`src/rtl/acc_core_pkg.sv`:
```
package acc_core_pkg;

    localparam int BYTE_W    = 8;
    localparam int WORD_W    = 2 * BYTE_W;
    localparam int ADDR_W    = 2 * BYTE_W;
    localparam int INSTR_LEN = 3;

    localparam logic [BYTE_W-1:0] OPC_LOAD  = 8'h01;
    localparam logic [BYTE_W-1:0] OPC_STORE = 8'h02;
    localparam logic [BYTE_W-1:0] OPC_ADD   = 8'h03;
    localparam logic [BYTE_W-1:0] OPC_MUL   = 8'h04;
    localparam logic [BYTE_W-1:0] OPC_HALT  = 8'hFF;

    typedef enum logic [3:0] {
        ST_FETCH,
        ST_DECODE,
        ST_ADDR_HI,
        ST_ADDR_LO,
        ST_OPND_HI,
        ST_OPND_LO,
        ST_EXEC,
        ST_STORE_HI,
        ST_STORE_LO,
        ST_HALT,
        ST_TRAP
    } core_state_t;

    function automatic logic opc_takes_address(input logic [BYTE_W-1:0] b);
        return (b == OPC_LOAD) || (b == OPC_STORE) ||
               (b == OPC_ADD)  || (b == OPC_MUL);
    endfunction

endpackage

```
`src/rtl/acc_core_alu.sv`:
```
module acc_core_alu
    import acc_core_pkg::*;
(
    input  logic [BYTE_W-1:0] opc,
    input  logic [WORD_W-1:0] acc_in,
    input  logic [WORD_W-1:0] mem_word,
    output logic [WORD_W-1:0] result
);

    // Sums and products are taken in WORD_W bits, so both wrap modulo 2^16.
    always_comb begin
        case (opc)
            OPC_LOAD: result = mem_word;
            OPC_ADD:  result = acc_in + mem_word;
            OPC_MUL:  result = acc_in * mem_word;
            default:  result = acc_in;
        endcase
    end

endmodule

```
`src/rtl/acc_core_ctrl.sv`:
```
module acc_core_ctrl
    import acc_core_pkg::*;
(
    input  logic              clk,
    input  logic              rst_n,
    input  logic [BYTE_W-1:0] rd_byte,
    input  logic [BYTE_W-1:0] op_q,
    output core_state_t       state,
    output logic              mem_rd,
    output logic              mem_wr,
    output logic              halted,
    output logic              illegal
);

    core_state_t state_nx;

    always_ff @(posedge clk or negedge rst_n) begin
        if (!rst_n) state <= ST_FETCH;
        else        state <= state_nx;
    end

    always_comb begin
        state_nx = state;
        unique case (state)
            ST_FETCH:    state_nx = ST_DECODE;
            ST_DECODE: begin
                if (rd_byte == OPC_HALT)              state_nx = ST_HALT;
                else if (opc_takes_address(rd_byte))  state_nx = ST_ADDR_HI;
                else                                  state_nx = ST_TRAP;
            end
            ST_ADDR_HI:  state_nx = ST_ADDR_LO;
            ST_ADDR_LO:  state_nx = (op_q == OPC_STORE) ? ST_STORE_HI : ST_OPND_HI;
            ST_OPND_HI:  state_nx = ST_OPND_LO;
            ST_OPND_LO:  state_nx = ST_EXEC;
            ST_EXEC:     state_nx = ST_FETCH;
            ST_STORE_HI: state_nx = ST_STORE_LO;
            ST_STORE_LO: state_nx = ST_FETCH;
            ST_HALT:     state_nx = ST_HALT;
            ST_TRAP:     state_nx = ST_TRAP;
            default:     state_nx = ST_TRAP;
        endcase
    end

    always_comb begin
        mem_rd  = 1'b0;
        mem_wr  = 1'b0;
        halted  = 1'b0;
        illegal = 1'b0;
        unique case (state)
            ST_FETCH, ST_ADDR_HI, ST_OPND_HI, ST_OPND_LO: mem_rd = 1'b1;
            ST_DECODE:               mem_rd = opc_takes_address(rd_byte);
            ST_STORE_HI, ST_STORE_LO: mem_wr = 1'b1;
            ST_HALT:                 halted = 1'b1;
            ST_TRAP: begin
                halted  = 1'b1;
                illegal = 1'b1;
            end
            default: ;
        endcase
    end

    // one byte per cycle, never read and write together
    a_r10_single_access: assert property (@(posedge clk) disable iff (!rst_n)
        !(mem_rd && mem_wr));

    // once stopped, the core stays stopped
    a_r7_halt_sticky: assert property (@(posedge clk) disable iff (!rst_n)
        halted |=> halted);

    // an unknown opcode leaves the port silent afterwards
    a_r8_trap_quiet: assert property (@(posedge clk) disable iff (!rst_n)
        illegal |=> (!mem_rd && !mem_wr));

endmodule

```
`src/rtl/acc_core_dp.sv`:
```
module acc_core_dp
    import acc_core_pkg::*;
(
    input  logic              clk,
    input  logic              rst_n,
    input  core_state_t       state,
    input  logic [BYTE_W-1:0] mem_rdata,
    output logic [ADDR_W-1:0] mem_addr,
    output logic [BYTE_W-1:0] mem_wdata,
    output logic [WORD_W-1:0] acc,
    output logic [ADDR_W-1:0] pc,
    output logic [BYTE_W-1:0] op_q
);

    localparam logic [ADDR_W-1:0] PC_STEP = ADDR_W'(INSTR_LEN);

    logic [ADDR_W-1:0] ea_q;
    logic [BYTE_W-1:0] opnd_hi_q;
    logic [WORD_W-1:0] alu_y;

    acc_core_alu u_alu (
        .opc      (op_q),
        .acc_in   (acc),
        .mem_word ({opnd_hi_q, mem_rdata}),
        .result   (alu_y)
    );

    always_ff @(posedge clk or negedge rst_n) begin
        if (!rst_n) begin
            acc       <= '0;
            pc        <= '0;
            ea_q      <= '0;
            op_q      <= '0;
            opnd_hi_q <= '0;
        end else begin
            unique case (state)
                ST_DECODE:   op_q <= mem_rdata;
                ST_ADDR_HI:  ea_q[ADDR_W-1:BYTE_W] <= mem_rdata;
                ST_ADDR_LO:  ea_q[BYTE_W-1:0] <= mem_rdata;
                ST_OPND_LO:  opnd_hi_q <= mem_rdata;
                ST_EXEC: begin
                    acc <= alu_y;
                    pc  <= pc + PC_STEP;
                end
                ST_STORE_LO: pc <= pc + PC_STEP;
                default: ;
            endcase
        end
    end

    always_comb begin
        unique case (state)
            ST_DECODE:               mem_addr = pc + ADDR_W'(1);
            ST_ADDR_HI:              mem_addr = pc + ADDR_W'(2);
            ST_OPND_HI, ST_STORE_HI: mem_addr = ea_q;
            ST_OPND_LO, ST_STORE_LO: mem_addr = ea_q + ADDR_W'(1);
            default:                 mem_addr = pc;
        endcase
    end

    assign mem_wdata = (state == ST_STORE_HI) ? acc[WORD_W-1:BYTE_W] : acc[BYTE_W-1:0];

    // pc steps by one instruction length after each completed instruction
    a_r2_pc_step: assert property (@(posedge clk) disable iff (!rst_n)
        (state == ST_EXEC || state == ST_STORE_LO) |=> (pc == $past(pc) + PC_STEP));

    // only the execute step may change the accumulator
    a_r4_acc_hold: assert property (@(posedge clk) disable iff (!rst_n)
        (state != ST_EXEC) |=> $stable(acc));

endmodule

```
`src/rtl/acc_core_cnt.sv`:
```
module acc_core_cnt #(
    parameter int CNT_W = 32
) (
    input  logic             clk,
    input  logic             rst_n,
    input  logic             inc,
    output logic [CNT_W-1:0] count
);

    always_ff @(posedge clk or negedge rst_n) begin
        if (!rst_n)   count <= '0;
        else if (inc) count <= count + CNT_W'(1);
    end

endmodule

```
`src/rtl/acc_core.sv`:
```
module acc_core
    import acc_core_pkg::*;
#(
    parameter int CNT_W = 32
) (
    input  logic              clk,
    input  logic              rst_n,
    output logic [ADDR_W-1:0] mem_addr,
    output logic              mem_rd,
    output logic              mem_wr,
    output logic [BYTE_W-1:0] mem_wdata,
    input  logic [BYTE_W-1:0] mem_rdata,
    output logic [WORD_W-1:0] acc,
    output logic [ADDR_W-1:0] pc,
    output logic              halted,
    output logic              illegal,
    output logic [CNT_W-1:0]  byte_count
);

    core_state_t       state;
    logic [BYTE_W-1:0] op_q;

    acc_core_ctrl u_ctrl (
        .clk     (clk),
        .rst_n   (rst_n),
        .rd_byte (mem_rdata),
        .op_q    (op_q),
        .state   (state),
        .mem_rd  (mem_rd),
        .mem_wr  (mem_wr),
        .halted  (halted),
        .illegal (illegal)
    );

    acc_core_dp u_dp (
        .clk       (clk),
        .rst_n     (rst_n),
        .state     (state),
        .mem_rdata (mem_rdata),
        .mem_addr  (mem_addr),
        .mem_wdata (mem_wdata),
        .acc       (acc),
        .pc        (pc),
        .op_q      (op_q)
    );

    acc_core_cnt #(.CNT_W(CNT_W)) u_cnt (
        .clk   (clk),
        .rst_n (rst_n),
        .inc   (mem_rd || mem_wr),
        .count (byte_count)
    );

    // the counter holds in any cycle without a port access
    a_r9_count_idle: assert property (@(posedge clk) disable iff (!rst_n)
        !(mem_rd || mem_wr) |=> $stable(byte_count));

    // the illegal flag never appears without the core being stopped
    a_r8_illegal_halts: assert property (@(posedge clk) disable iff (!rst_n)
        illegal |-> halted);

    // a stopped core holds its program counter
    a_r7_pc_frozen: assert property (@(posedge clk) disable iff (!rst_n)
        halted |=> $stable(pc));

endmodule

```
`config.mk`:
```
export PLATFORM = sky130hd
export DESIGN_NAME = acc_core
export DESIGN_NICKNAME = d
export VERILOG_FILES = /design/src/rtl/acc_core_pkg.sv /design/src/rtl/acc_core_alu.sv /design/src/rtl/acc_core_ctrl.sv /design/src/rtl/acc_core_dp.sv /design/src/rtl/acc_core_cnt.sv /design/src/rtl/acc_core.sv
export SDC_FILE = /design/constraint.sdc
export NUM_CORES = 1
export LEC_CHECK = 0
export BUFFER_PORTS_ARGS = -buffer_cell sky130_fd_sc_hd__buf_2
export CAP_MARGIN = 25
export CORE_MARGIN = 2
export CORE_UTILIZATION = 56
export DETAILED_ROUTE_END_ITERATION = 8
export HOLD_SLACK_MARGIN = 0.02
export PLACE_DENSITY_LB_ADDON = 0.15
export SLEW_MARGIN = 40
export SYNTH_ARGS = -nofsm -noshare
export SYNTH_HDL_FRONTEND = slang
export SYNTH_SLANG_ARGS = --single-unit
```
`constraint.sdc`:
```
create_clock -name clk -period 5 [get_ports clk]
set_input_delay 0.5 -clock clk [delete_from_list [all_inputs] [get_ports clk]]
set_output_delay 0.5 -clock clk [all_outputs]
set_load 0.1 [all_outputs]
```
# Word-level counts from Yosys, hierarchy flattened
# Index checks and enable logic that the tools add are counted.
# totals
reg_bits,100
in_bits,10
output_inout_bits,92
word_cells,58
# classes
add_sub_neg,6
mul,1
eq_ne,19
muxes,11
n_reduce_logical,13
# ops
op,count
one-hot mux 16 bit (4 select lines),1
one-hot mux 16 bit (3 select lines),1
one-hot mux 4 bit (9 select lines),1
adder 16 x 1 -> 16 bit (second input constant),2
adder 16 x 2 -> 16 bit (second input constant),2
adder 32 x 1 -> 32 bit (second input constant),1
equality test 8 x 2 -> 1 bit (second input constant),4
adder 16 bit,1
equality test 4 x 3 -> 1 bit (second input constant),4
equality test 8 x 1 -> 1 bit (second input constant),2
equality test 8 x 3 -> 1 bit (second input constant),2
multiplier 16 x 16 -> 16 bit,1
equality test 4 bit (second input constant),3
OR reduction 2 bit,5
equality test 4 x 2 -> 1 bit (second input constant),2
equality test 8 bit (second input constant),1
2-to-1 mux 4 bit,2
2-to-1 mux 8 bit,1
equality test 4 x 1 -> 1 bit (second input constant),1
zero test 4 bit,1
logical OR 1 bit,4
OR reduction 4 bit,1
2-to-1 mux 1 bit,3
nonzero test 3 bit,1
other kinds (3),3

# Logic depth before layout (Yosys ltp)
# Gate-level depths: netlist of run 1.
# depth
depth_word,7
ltp_mapped,23
ltp_nobuf,22

# Cells and area by module
# Synthesis of run 1 repeated with hierarchy kept, for this count alone.
# unflattened
cells_unflattened,1225
area_unflattened_um2,10960.5
# modules_own_cells
mod,n_inst,cells_each,area_per_inst_um2,seq_area_each_um2
acc_core_alu,1,611,4961.0,0.0
acc_core_dp,1,440,4131.5,1601.5
acc_core_cnt,1,123,1448.9,800.8
acc_core_ctrl,1,50,412.9,100.1
acc_core,1,1,6.3,0.0

# Worst setup path before layout of run 1
# OpenSTA, ideal clock, no wires.
# synth_timing
path_kind,flip-flop to flip-flop
from,reg u_dp.acc[5]
to,reg u_dp.acc[15]
setup_ps,129
arrival_ps,5896
t_required_ps,4871
setup_slack_ps,-1025
stages_incl_launch_ff,21
path_buffers,1
period_less_slack_ps,6025
path_cell_list,dfrtp_1 -> clkbuf_1 -> and2_1 -> fa_1 -> inv_1 -> fa_1 -> fa_1 -> fa_1 -> inv_1 -> fa_1 -> inv_1 -> fa_1 -> inv_1 -> ha_1 -> and2_1 -> o21ai_0 -> o21ai_0 -> o41ai_1 -> xnor2_1 -> a222oi_1 -> o2bb2ai_1
# synth_via
elab_chain_cells,2
elab_cells_between_ends,3
classes_between,add/sub (1); mul (1); mux (1)
# synth_lines
element,line,source
start: declaration,acc_core_dp.sv:10,"output logic [WORD_W-1:0] acc,"
start signal: assignment,acc_core_dp.sv:42,acc <= alu_y;
multiplier 16 x 16 -> 16 bit or adder 16 bit (tied branches),"acc_core_alu.sv:15, acc_core_alu.sv:14",
one-hot mux 16 bit (3 select lines) *,acc_core_alu.sv:12,case (opc)
# Every way passes the cells marked *; elsewhere a longest branch is shown, timed or not.
# A chain may end at the register's enable or synchronous reset.

# Final worst setup path of run 1
# layout_timing
from,reg u_dp.acc[6]
to,reg u_dp.acc[15]
# Same word-level chain as after synthesis.

==> results of run 1 <==
## routing by layer
metal	global-route usage	vias to the layer above	wire, microns	part of all wire
li1	-	4262	-	-
met1	0.442	4520	12800	0.43
met2	0.497	396	13800	0.47
met3	0.0458	58	2260	0.077
met4	0.0670	0	654	0.022
met5	0	-	0	0
## placed cells by master (no fill, tap or decap), types with 10 or more instances in the layout
cell,count
a21oi_1,31
and2_1,53
and2_4,10
and3_1,15
buf_2,100
buf_4,110
dfrtp_1,87
dfrtp_4,10
fa_1,76
ha_1,54
ha_4,12
inv_1,121
mux2_2,27
nand2_1,181
nand3_1,36
nand4_1,15
nor2_1,46
nor3_1,15
o21ai_0,39
o21ai_1,11
xnor2_1,84
xor2_1,33
## repair_timing
action | in CTS | in global routing
endpoints found under the setup margin | 7 | 9
pin swaps | 49 | 20
resized for setup | 30 | 20
buffers inserted | 9 | 3
## flip-flops by register name, summed over array words and instances (netlist names)
| name | count |
|---|---|
| u_ctrl.state | 4 |
| u_dp.ea_q | 16 |
| u_cnt.count | 32 |
| u_dp.opnd_hi_q | 8 |
| u_dp.acc | 16 |
| u_dp.op_q | 8 |
| u_dp.pc | 16 |
## final cells by class
cell class	instances	area share
Multi-Input combinational cell	898	0.599
Sequential cell	100	0.203
Timing Repair Buffer	217	0.113
Clock inverter	7	0.00588
Tap cell	229	0.0228
Inverter	130	0.0389
Clock buffer	9	0.0179
## how the worst max path moves through the flow
stage	depth (start not counted)	to	slack (ns)
floorplan	20	u_dp.acc[15]$_DFFE_PN0P_	-0.49
global placement	19	u_dp.acc[15]$_DFFE_PN0P_	-0.55
detailed placement	23	u_dp.acc[15]$_DFFE_PN0P_	-0.66
CTS	19	u_dp.acc[15]$_DFFE_PN0P_	-0.28
global route	20	u_dp.acc[15]$_DFFE_PN0P_	-0.48
finish	19	u_dp.acc[15]$_DFFE_PN0P_	-0.32
## worst max-delay path, cell delays in order, from the launching register on
cell and delay, ns:
dfrtp_4 0.57, and2_4 0.17, fa_1 0.51, inv_2 0.05, fa_1 0.48, fa_2 0.48
fa_1 0.51, inv_2 0.04, fa_1 0.47, inv_1 0.05, fa_1 0.48, inv_2 0.04
ha_4 0.22, and2_4 0.14, o21ai_2 0.13, o21ai_2 0.09, o41ai_2 0.31, xnor2_1 0.11
a222oi_1 0.23, o2bb2ai_1 0.11
## cells by family (layout without fill, tap and decap cells)
| family | after synthesis | after routing | synth area share |
|---|---|---|---|
| simple gates | 417 | 417 | 0.198 |
| buf+inv | 194 | 363 | 0.0714 |
| compound gates | 178 | 178 | 0.113 |
| fa+ha+maj | 150 | 150 | 0.239 |
| xor+xnor | 119 | 119 | 0.100 |
| flops | 100 | 100 | 0.241 |
| mux | 34 | 34 | 0.0376 |
## stage by stage
stage | setup TNS, ns | power [mW] | hold WS (ns) | setup slack, ns | cell area (sq um)
2_1_floorplan | -1.45 | 3.08 | 0.204 | -0.490 | 10700
3_3_place_gp | -3.33 | 4.17 | 0.455 | -0.552 | 11900
3_5_place_dp | -3.98 | 4.28 | 0.463 | -0.657 | 11900
4_1_cts | -1.48 | 5.32 | 0.189 | -0.281 | 12500
5_1_grt | -2.51 | 6.09 | 0.195 | -0.482 | 12600
6_report | -1.45 | 5.68 | 0.143 | -0.322 | 12600
## power by group through the flow
stage	logic [mW]	clock network (mW)	registers (mW)
global route	4.53	0.752	0.808
global placement	3.34	0	0.824
finish	4.17	0.710	0.808
detailed placement	3.45	0	0.824
floorplan	2.26	0	0.824
CTS	3.79	0.721	0.808
==> results.sh, run 1 <==
export IMPL_outcome="finished, violations left"
export IMPL_violations="setup timing"
export IMPL_p_sw_frac=0.425
export IMPL_multi_input_area_sq_um=7520
export IMPL_clock_latency_ns=0.35
export IMPL_io_pins=102
export IMPL_cts_buffer_depth=2
export IMPL_p_sw_mw=2.41
export IMPL_synth_seq_area_share=0.241
export IMPL_synth_warning_count=0
export IMPL_period_share=1.06
export IMPL_dp_cells=1562
export IMPL_drive_gt1_frac=0.267
export IMPL_cts_num_sinks=100
export IMPL_rrSetupSlack_ns=-0.32
export IMPL_rsz0062_at_grt="true"
export IMPL_crit_arrival_ns=5.55
export IMPL_htree_levels=3
export IMPL_drc=0
export IMPL_path_clk_slew_ns=0.08
export IMPL_netlist_instances=1192
export IMPL_async_reset_ff_frac=1.00
export IMPL_maxCapViolCount=0
export IMPL_synth_most_common_cell="nand2_1"
export IMPL_vias=9236
export IMPL_core_sq_um=18100
export IMPL_dp_hpwl_microns=22400
export IMPL_power_frac_comb=0.733
export IMPL_min_path_type="in -> async"
export IMPL_setup_ws_ns=-0.322
export IMPL_grt_max_degree=72
export IMPL_synth_top_area_frac=0.241
export IMPL_antenna_found_initial=0
export IMPL_synth_edf_count=0
export IMPL_n_antenna_cell=0
export IMPL_ir_drop_mv=0.587
export IMPL_start_util=0.575
export IMPL_worstMarginPinSlew_ns=0.768
export IMPL_end_kind="register"
export IMPL_die_w_microns=140
export IMPL_reg2reg_depth=19
export IMPL_fin_cells=1590
export IMPL_num_fill_cells=1473
export IMPL_fin_worst_skew_ns=0.0106
export IMPL_p_leak_nw=6.08
export IMPL_worst_ep_required_time_ns=5.23
export IMPL_synth_fp_nets=1352
export IMPL_wire_per_inst_microns=18.6
export IMPL_cp_startpoint="u_dp.acc[6]$_DFFE_PN0P_"
export IMPL_synth_top_cell_by_area="dfrtp_1"
export IMPL_portBuffers=101
export IMPL_startpoint_type="register"
export IMPL_cellPowerDensity_nw_per_um2=453
export IMPL_synth_avg_cell_area_sq_um=8.72
export IMPL_rows=49
export IMPL_cp_max_fo=7
export IMPL_synth_cell_type_count=75
export IMPL_synth_common_cells="nand2_1, inv_1, dfrtp_1, xnor2_1, fa_1"
export IMPL_area_delta_synth_final_pct=20.8
export IMPL_grt_pass1_vias=9040
export IMPL_grt_pass1_wl_microns=47800
export IMPL_fin_nets=1516
export IMPL_r2r_end="u_dp.acc[15]$_DFFE_PN0P_"
export IMPL_final_max_slew_viol_count=0
export IMPL_power_frac_seq=0.142
export IMPL_avgViaCountPerCell=5.81
export IMPL_drt_wl_total_microns=29500
export IMPL_final_util=0.694
export IMPL_gp_congestion=0.965
export IMPL_dr_pass1_iters=6
export IMPL_fin_crit_ns=5.32
export IMPL_grt_usage=0.307
export IMPL_cts_buffers_inserted=9
export IMPL_slew_headroom=0.488
export IMPL_r2r_start="u_dp.acc[6]$_DFFE_PN0P_"
export IMPL_cts_root_buf="clkbuf_16"
export IMPL_die_area_sq_um=19700
export IMPL_die_h_microns=140
export IMPL_hold_buffers=0
export IMPL_synthTopCellsByArea="dfrtp_1, fa_1, ha_1"
export IMPL_setup_viol=7
export IMPL_drtIter0Drc=851
export IMPL_clkPwrFrac=0.125
export IMPL_synth_seq_cells=100
export IMPL_ant_nets=0
export IMPL_crit_type="reg -> reg"
export IMPL_ys_flop_type="dfrtp_1"
export IMPL_p_int_mw=3.27
export IMPL_hold_viol_final=0
export IMPL_grt_overflow=0
export IMPL_netlist_area_sq_um=10400
export IMPL_cts_tree="built"
export IMPL_register_area_sq_um=2540
export IMPL_max_freq_ghz=0.188
No activity file was read; power rests on OpenSTA's default activity.
==> run 2, diff against run 1 <==
--- a/config.mk
+++ b/config.mk
@@ -8,7 +8,7 @@
 export BUFFER_PORTS_ARGS = -buffer_cell sky130_fd_sc_hd__buf_2
 export CAP_MARGIN = 25
 export CORE_MARGIN = 2
-export CORE_UTILIZATION = 56
+export CORE_UTILIZATION = 50
 export DETAILED_ROUTE_END_ITERATION = 8
 export HOLD_SLACK_MARGIN = 0.02
 export PLACE_DENSITY_LB_ADDON = 0.15
==> run 2 against run 1 <==
  * The flow still finishes with violations (setup timing)
  * Die area up 12%
  * Global-route usage fell by 3.8 points
  * Sequential share of layout area barely moved
  * Combinational power decreased by 3%
  * Core utilization fell by 7.5 points
  * Critical path type unchanged
  * Critical endpoint unchanged
  * Largest cell class unchanged
==> results.sh, run 2 (same netlist as run 1, synthesis figures left out) <==
export IMPL_path_buf_inv=4
export IMPL_cp_max_fo=4
export IMPL_multi_input_area_sq_um=7540
export IMPL_grt_max_degree=72
export IMPL_n_antenna_cell=0
export IMPL_final_util=0.619
export IMPL_max_freq_ghz=0.187
export IMPL_slowest_stage="fa_1"
export IMPL_dp_slack_ns=-0.670
export IMPL_power_mw=5.57
export IMPL_critPathMostFrequentCell="fa_1"
export IMPL_cts_buffers_inserted=9
export IMPL_path_clk_slew_ns=0.08
export IMPL_drive_gt1_frac=0.262
export IMPL_vias=8985
export IMPL_startpoint_type="register"
export IMPL_dp_cells=1596
export IMPL_htree_levels=3
export IMPL_end_kind="register"
export IMPL_min_path_type="in -> async"
export IMPL_hold_buffers=0
export IMPL_avgViaCountPerCell=5.55
export IMPL_worst_ep_required_time_ns=5.23
export IMPL_die_w_microns=148
export IMPL_register_area_sq_um=2540
export IMPL_grt_overflow=0
export IMPL_fin_worst_skew_ns=0.00659
export IMPL_cts_root_buf="clkbuf_16"
export IMPL_num_fill_cells=1811
export IMPL_final_common_cell="nand2_1"
export IMPL_drt_wl_total_microns=28800
export IMPL_clock_latency_ns=0.35
export IMPL_grt_pass1_wl_microns=46600
export IMPL_rows=52
export IMPL_crit_arrival_ns=5.57
export IMPL_rsz0062_at_grt="true"
export IMPL_core_sq_um=20300
export IMPL_setup_viol=6
export IMPL_cp_top_family="adder cells"
export IMPL_fin_cells=1620
export IMPL_cts_num_sinks=100
export IMPL_worstMarginPinSlew_ns=0.835
export IMPL_ir_drop_mv=0.550
export IMPL_period_share=1.07
export IMPL_outcome="finished, violations left"
export IMPL_top_register="u_cnt.count"
export IMPL_area_delta_synth_final_pct=20.8
export IMPL_crit_path_max_incr_delay_ns=0.53
export IMPL_dp_hpwl_microns=22200
export IMPL_gp_congestion=0.914
export IMPL_final_max_slew_viol_count=0
export IMPL_setup_ws_ns=-0.343
export IMPL_grt_usage=0.269
export IMPL_hold_viol_final=0
export IMPL_io_pins=102
export IMPL_wire_per_inst_microns=17.8
export IMPL_ant_nets=0
export IMPL_drtIter0Drc=602
export IMPL_violations="setup timing"
export IMPL_antenna_found_initial=0
export IMPL_cellPowerDensity_nw_per_um2=444
export IMPL_crit_type="reg -> reg"
export IMPL_largest_reg_flops=32
export IMPL_path_cells="and2_4, fa_1, inv_1, fa_1, fa_2, fa_1, inv_2, fa_1, inv_2, fa_1, inv_2, ha_4, and2_4, o21ai_2, o21ai_2, o41ai_2, xnor2_1, a222oi_1, o2bb2ai_1"
export IMPL_drc=0
export IMPL_cts_tree="built"
export IMPL_layout_common_cells="nand2_1, inv_1, buf_2"
export IMPL_slew_headroom=0.442
export IMPL_portBuffers=101
export IMPL_die_h_microns=148
export IMPL_p_leak_nw=6.05
export IMPL_cts_buffer_depth=2
export IMPL_die_area_sq_um=22000
export IMPL_start_util=0.512
export IMPL_fin_crit_ns=5.34
export IMPL_grt_pass1_vias=8684
export IMPL_rrSetupSlack_ns=-0.34
export IMPL_maxCapViolCount=0
export IMPL_dr_pass1_iters=6
export IMPL_fin_nets=1505
-- run 2: changes by cell type in the layout (fill, tap and decap cells not counted), sizes merged --
cell,previous run,this run
clkinv,2,3
buf,217,206
inv,135,134
-- run 2: where the power goes --
group	switching (mW)	total [mW]	internal (mW)	leakage, nW
Clock	0.348	0.700	0.351	0.145
Sequential	0	0.808	0.808	1.23
Combinational	2.06	4.06	2.00	4.68
-- run 2: path summary, 6_finish.rpt --
kind | start | to | depth (start not counted)
setup reg to reg | u_dp.acc[5]$_DFFE_PN0P_ | u_dp.acc[15]$_DFFE_PN0P_ | 19
setup / recovery | u_dp.acc[5]$_DFFE_PN0P_ | u_dp.acc[15]$_DFFE_PN0P_ | 19
max in group asynchronous | rst_n | u_dp.acc[10]$_DFFE_PN0P_ | 2
hold / removal | rst_n | u_dp.ea_q[15]$_DFFE_PN0P_ | 1
min in group clk | u_cnt.count[31]$_DFFE_PN0P_ | u_cnt.count[31]$_DFFE_PN0P_ | 1
hold reg to reg | u_cnt.count[31]$_DFFE_PN0P_ | u_cnt.count[31]$_DFFE_PN0P_ | 1
-- run 2: timing repair --
item,CTS,global route
setup buffers,6,2
pin swaps,49,12
gates resized for setup,29,25
gates cloned,0,0
setup endpoints to repair,6,7
-- run 2: metal layers --
metal  track usage  part of all wire
met5             0                 0
met4        0.0671             0.023
met3        0.0448             0.064
met2         0.417              0.45
met1         0.395              0.46
-- run 2: area by class of cell --
class	count	share of cell area
Timing Repair Buffer	206	0.107
Clock inverter	7	0.00538
Multi-Input combinational cell	898	0.601
Inverter	130	0.0391
Sequential cell	100	0.203
Tap cell	270	0.0269
Clock buffer	9	0.0179
-- run 2: metrics by stage --
stage / TNS, ns / area (sq um) / hold WS, ns
final: -1.30 / 12600 / 0.158
after global routing: -2.52 / 12600 / 0.212
after CTS: -1.25 / 12400 / 0.205
after detailed placement: -3.19 / 12000 / 0.461
after global placement: -3.06 / 11900 / 0.457
after floorplan: -1.45 / 10700 / 0.204
==> run 3, diff against run 2 <==
--- a/config.mk
+++ b/config.mk
@@ -9,9 +9,10 @@
 export CAP_MARGIN = 25
 export CORE_MARGIN = 2
 export CORE_UTILIZATION = 50
+export CTS_BUF_LIST = sky130_fd_sc_hd__clkbuf_4 sky130_fd_sc_hd__clkbuf_8
 export DETAILED_ROUTE_END_ITERATION = 8
 export HOLD_SLACK_MARGIN = 0.02
-export PLACE_DENSITY_LB_ADDON = 0.15
+export PLACE_DENSITY_LB_ADDON = 0.3
 export SLEW_MARGIN = 40
 export SYNTH_ARGS = -nofsm -noshare
 export SYNTH_HDL_FRONTEND = slang
==> run 3 against run 2 <==
  * The run still ends with setup timing left
  * Critical endpoint unchanged
  * Largest power group unchanged
  * Highest routed layer unchanged
  * Global-route usage up 0.34 points
  * Register-to-register slack got worse by 0.03 ns
  * Sequential cell count unchanged
  * Core utilization decreased by 0.23 points
  * Sequential share of layout area up 0.077 points
==> results.sh, run 3 (same netlist as run 1, synthesis figures left out) <==
export IMPL_gp_congestion=0.977
export IMPL_clock_latency_ns=0.39
export IMPL_layout_common_cells="nand2_1, inv_1, buf_2"
export IMPL_cts_num_sinks=100
export IMPL_critPathMostFrequentCell="fa_1"
export IMPL_cp_max_fo=7
export IMPL_slew_headroom=0.508
export IMPL_crit_arrival_ns=5.64
export IMPL_drive_gt1_frac=0.266
export IMPL_fin_crit_ns=5.37
export IMPL_die_area_sq_um=22000
export IMPL_worst_ep_required_time_ns=5.27
export IMPL_path_cells="and2_4, fa_1, inv_1, fa_1, fa_1, fa_1, inv_2, fa_1, inv_2, fa_1, inv_2, ha_4, and2_4, o21ai_2, o21ai_2, o41ai_2, xnor2_1, a222oi_1, o2bb2ai_1"
export IMPL_dp_cells=1592
export IMPL_fin_nets=1503
export IMPL_io_pins=102
export IMPL_area_delta_synth_final_pct=20.4
export IMPL_n_antenna_cell=0
export IMPL_final_common_cell="nand2_1"
export IMPL_outcome="finished, violations left"
export IMPL_antenna_found_initial=0
export IMPL_grt_max_degree=72
export IMPL_use_met3=0.0488
export IMPL_met2_usage=0.438
export IMPL_drtIter0Drc=716
export IMPL_cts_tree="built"
export IMPL_htree_levels=3
export IMPL_drt_wl_total_microns=29600
export IMPL_cp_top_family="adder cells"
export IMPL_die_w_microns=148
export IMPL_top_register="u_cnt.count"
export IMPL_die_h_microns=148
export IMPL_final_max_slew_viol_count=0
export IMPL_cts_buffers_inserted=9
export IMPL_timing_hold_ws_ns=0.109
export IMPL_ant_nets=0
export IMPL_grt_pass1_wl_microns=47300
export IMPL_grt_usage=0.272
export IMPL_setup_viol=6
export IMPL_setup_ws_ns=-0.374
export IMPL_core_sq_um=20300
export IMPL_min_path_type="in -> async"
export IMPL_wire_per_inst_microns=18.3
export IMPL_fin_cells=1618
export IMPL_crit_path_max_incr_delay_ns=0.58
export IMPL_hold_viol_final=0
export IMPL_avgViaCountPerCell=5.65
export IMPL_start_util=0.512
export IMPL_vias=9143
export IMPL_max_freq_ghz=0.186
export IMPL_top_usage_layer="met2"
export IMPL_end_kind="register"
export IMPL_rsz0062_at_grt="true"
export IMPL_cellPowerDensity_nw_per_um2=433
export IMPL_grt_pass1_vias=9005
export IMPL_use_met1=0.383
export IMPL_portBuffers=101
export IMPL_path_clk_slew_ns=0.12
export IMPL_r2r_start="u_dp.acc[7]$_DFFE_PN0P_"
export IMPL_ir_drop_mv=0.526
export IMPL_p_leak_nw=6.00
export IMPL_slowest_stage="dfrtp_4"
export IMPL_drc=0
export IMPL_rows=52
export IMPL_dr_pass1_iters=5
export IMPL_cts_root_buf="clkbuf_8"
export IMPL_worstMarginPinSlew_ns=0.735
export IMPL_largest_reg_flops=32
export IMPL_violations="setup timing"
export IMPL_startpoint_type="register"
export IMPL_dp_hpwl_microns=22200
export IMPL_maxCapViolCount=0
export IMPL_cts_buffer_depth=2
export IMPL_crit_type="reg -> reg"
export IMPL_rrSetupSlack_ns=-0.37
export IMPL_period_share=1.07
export IMPL_fin_worst_skew_ns=0.0111
export IMPL_grt_overflow=0
export IMPL_reg2reg_depth=19
export IMPL_r2r_end="u_dp.acc[15]$_DFFE_PN0P_"
export IMPL_path_buf_inv=4
## run 3: changes by cell type in the layout (fill, tap and decap cells not counted), moves of 5 or more
cell / previous run / this run
buf_4: 97 / 90
buf_6: 7 / 12
clkbuf_8: 0 / 9
inv_1: 120 / 115
inv_2: 9 / 15
clkbuf_16: 9 / 0
## run 3: worst max path at each step
stage,cells after the start,to,start,slack (ns)
2_1_floorplan,20,u_dp.acc[15]$_DFFE_PN0P_,u_dp.acc[7]$_DFFE_PN0P_,-0.49
3_3_place_gp,23,u_dp.acc[15]$_DFFE_PN0P_,mem_rdata[6],-0.54
3_5_place_dp,19,u_dp.acc[15]$_DFFE_PN0P_,mem_rdata[6],-0.64
4_1_cts,19,u_dp.acc[15]$_DFFE_PN0P_,u_dp.acc[7]$_DFFE_PN0P_,-0.32
5_1_grt,19,u_dp.acc[15]$_DFFE_PN0P_,u_dp.acc[7]$_DFFE_PN0P_,-0.61
6_report,19,u_dp.acc[15]$_DFFE_PN0P_,u_dp.acc[7]$_DFFE_PN0P_,-0.37
## run 3: power by group
group | total (mW) | internal (mW) | switching [mW]
Clock | 0.555 | 0.204 | 0.351
Combinational | 4.05 | 2.02 | 2.03
Sequential | 0.808 | 0.808 | 0
Total | 5.42 | 3.03 | 2.38
## run 3: per-layer routing
layer	up-vias	routed length [microns]
met5	-	0
li1	4242	-
met2	364	13900
met4	0	929
met1	4462	12700
met3	75	2170
## run 3: cell type report
cell class	instances	area (sq um)
clock inverters	7	86.3
inverters	130	488
clock buffers	9	124
flip-flops and latches	100	2540
well taps	270	338
repair buffers	204	1350
fillers	1742	7790
multi-input cells	898	7580
## run 3: timing repair
| item | 4_1_cts | 5_1_grt |
|---|---|---|
| hold buffers | 0 | 0 |
| resized for setup | 38 | 36 |
| endpoints found under the setup margin | 7 | 9 |
| setup buffers | 4 | 7 |
| pin swaps | 54 | 37 |
## run 3: stage by stage
stage           util  setup WS, ns  instance area (sq um)  total power, mW  setup TNS, ns
3_5_place_dp   0.587        -0.638                  11900             3.98          -3.14
6_report       0.616        -0.374                  12500             5.42          -1.28
2_1_floorplan      -        -0.490                  10700             3.08          -1.45
4_1_cts        0.607        -0.322                  12300             4.91          -1.19
5_1_grt        0.616        -0.606                  12500             5.83          -2.41
3_3_place_gp   0.586        -0.537                  11900             3.91          -2.86
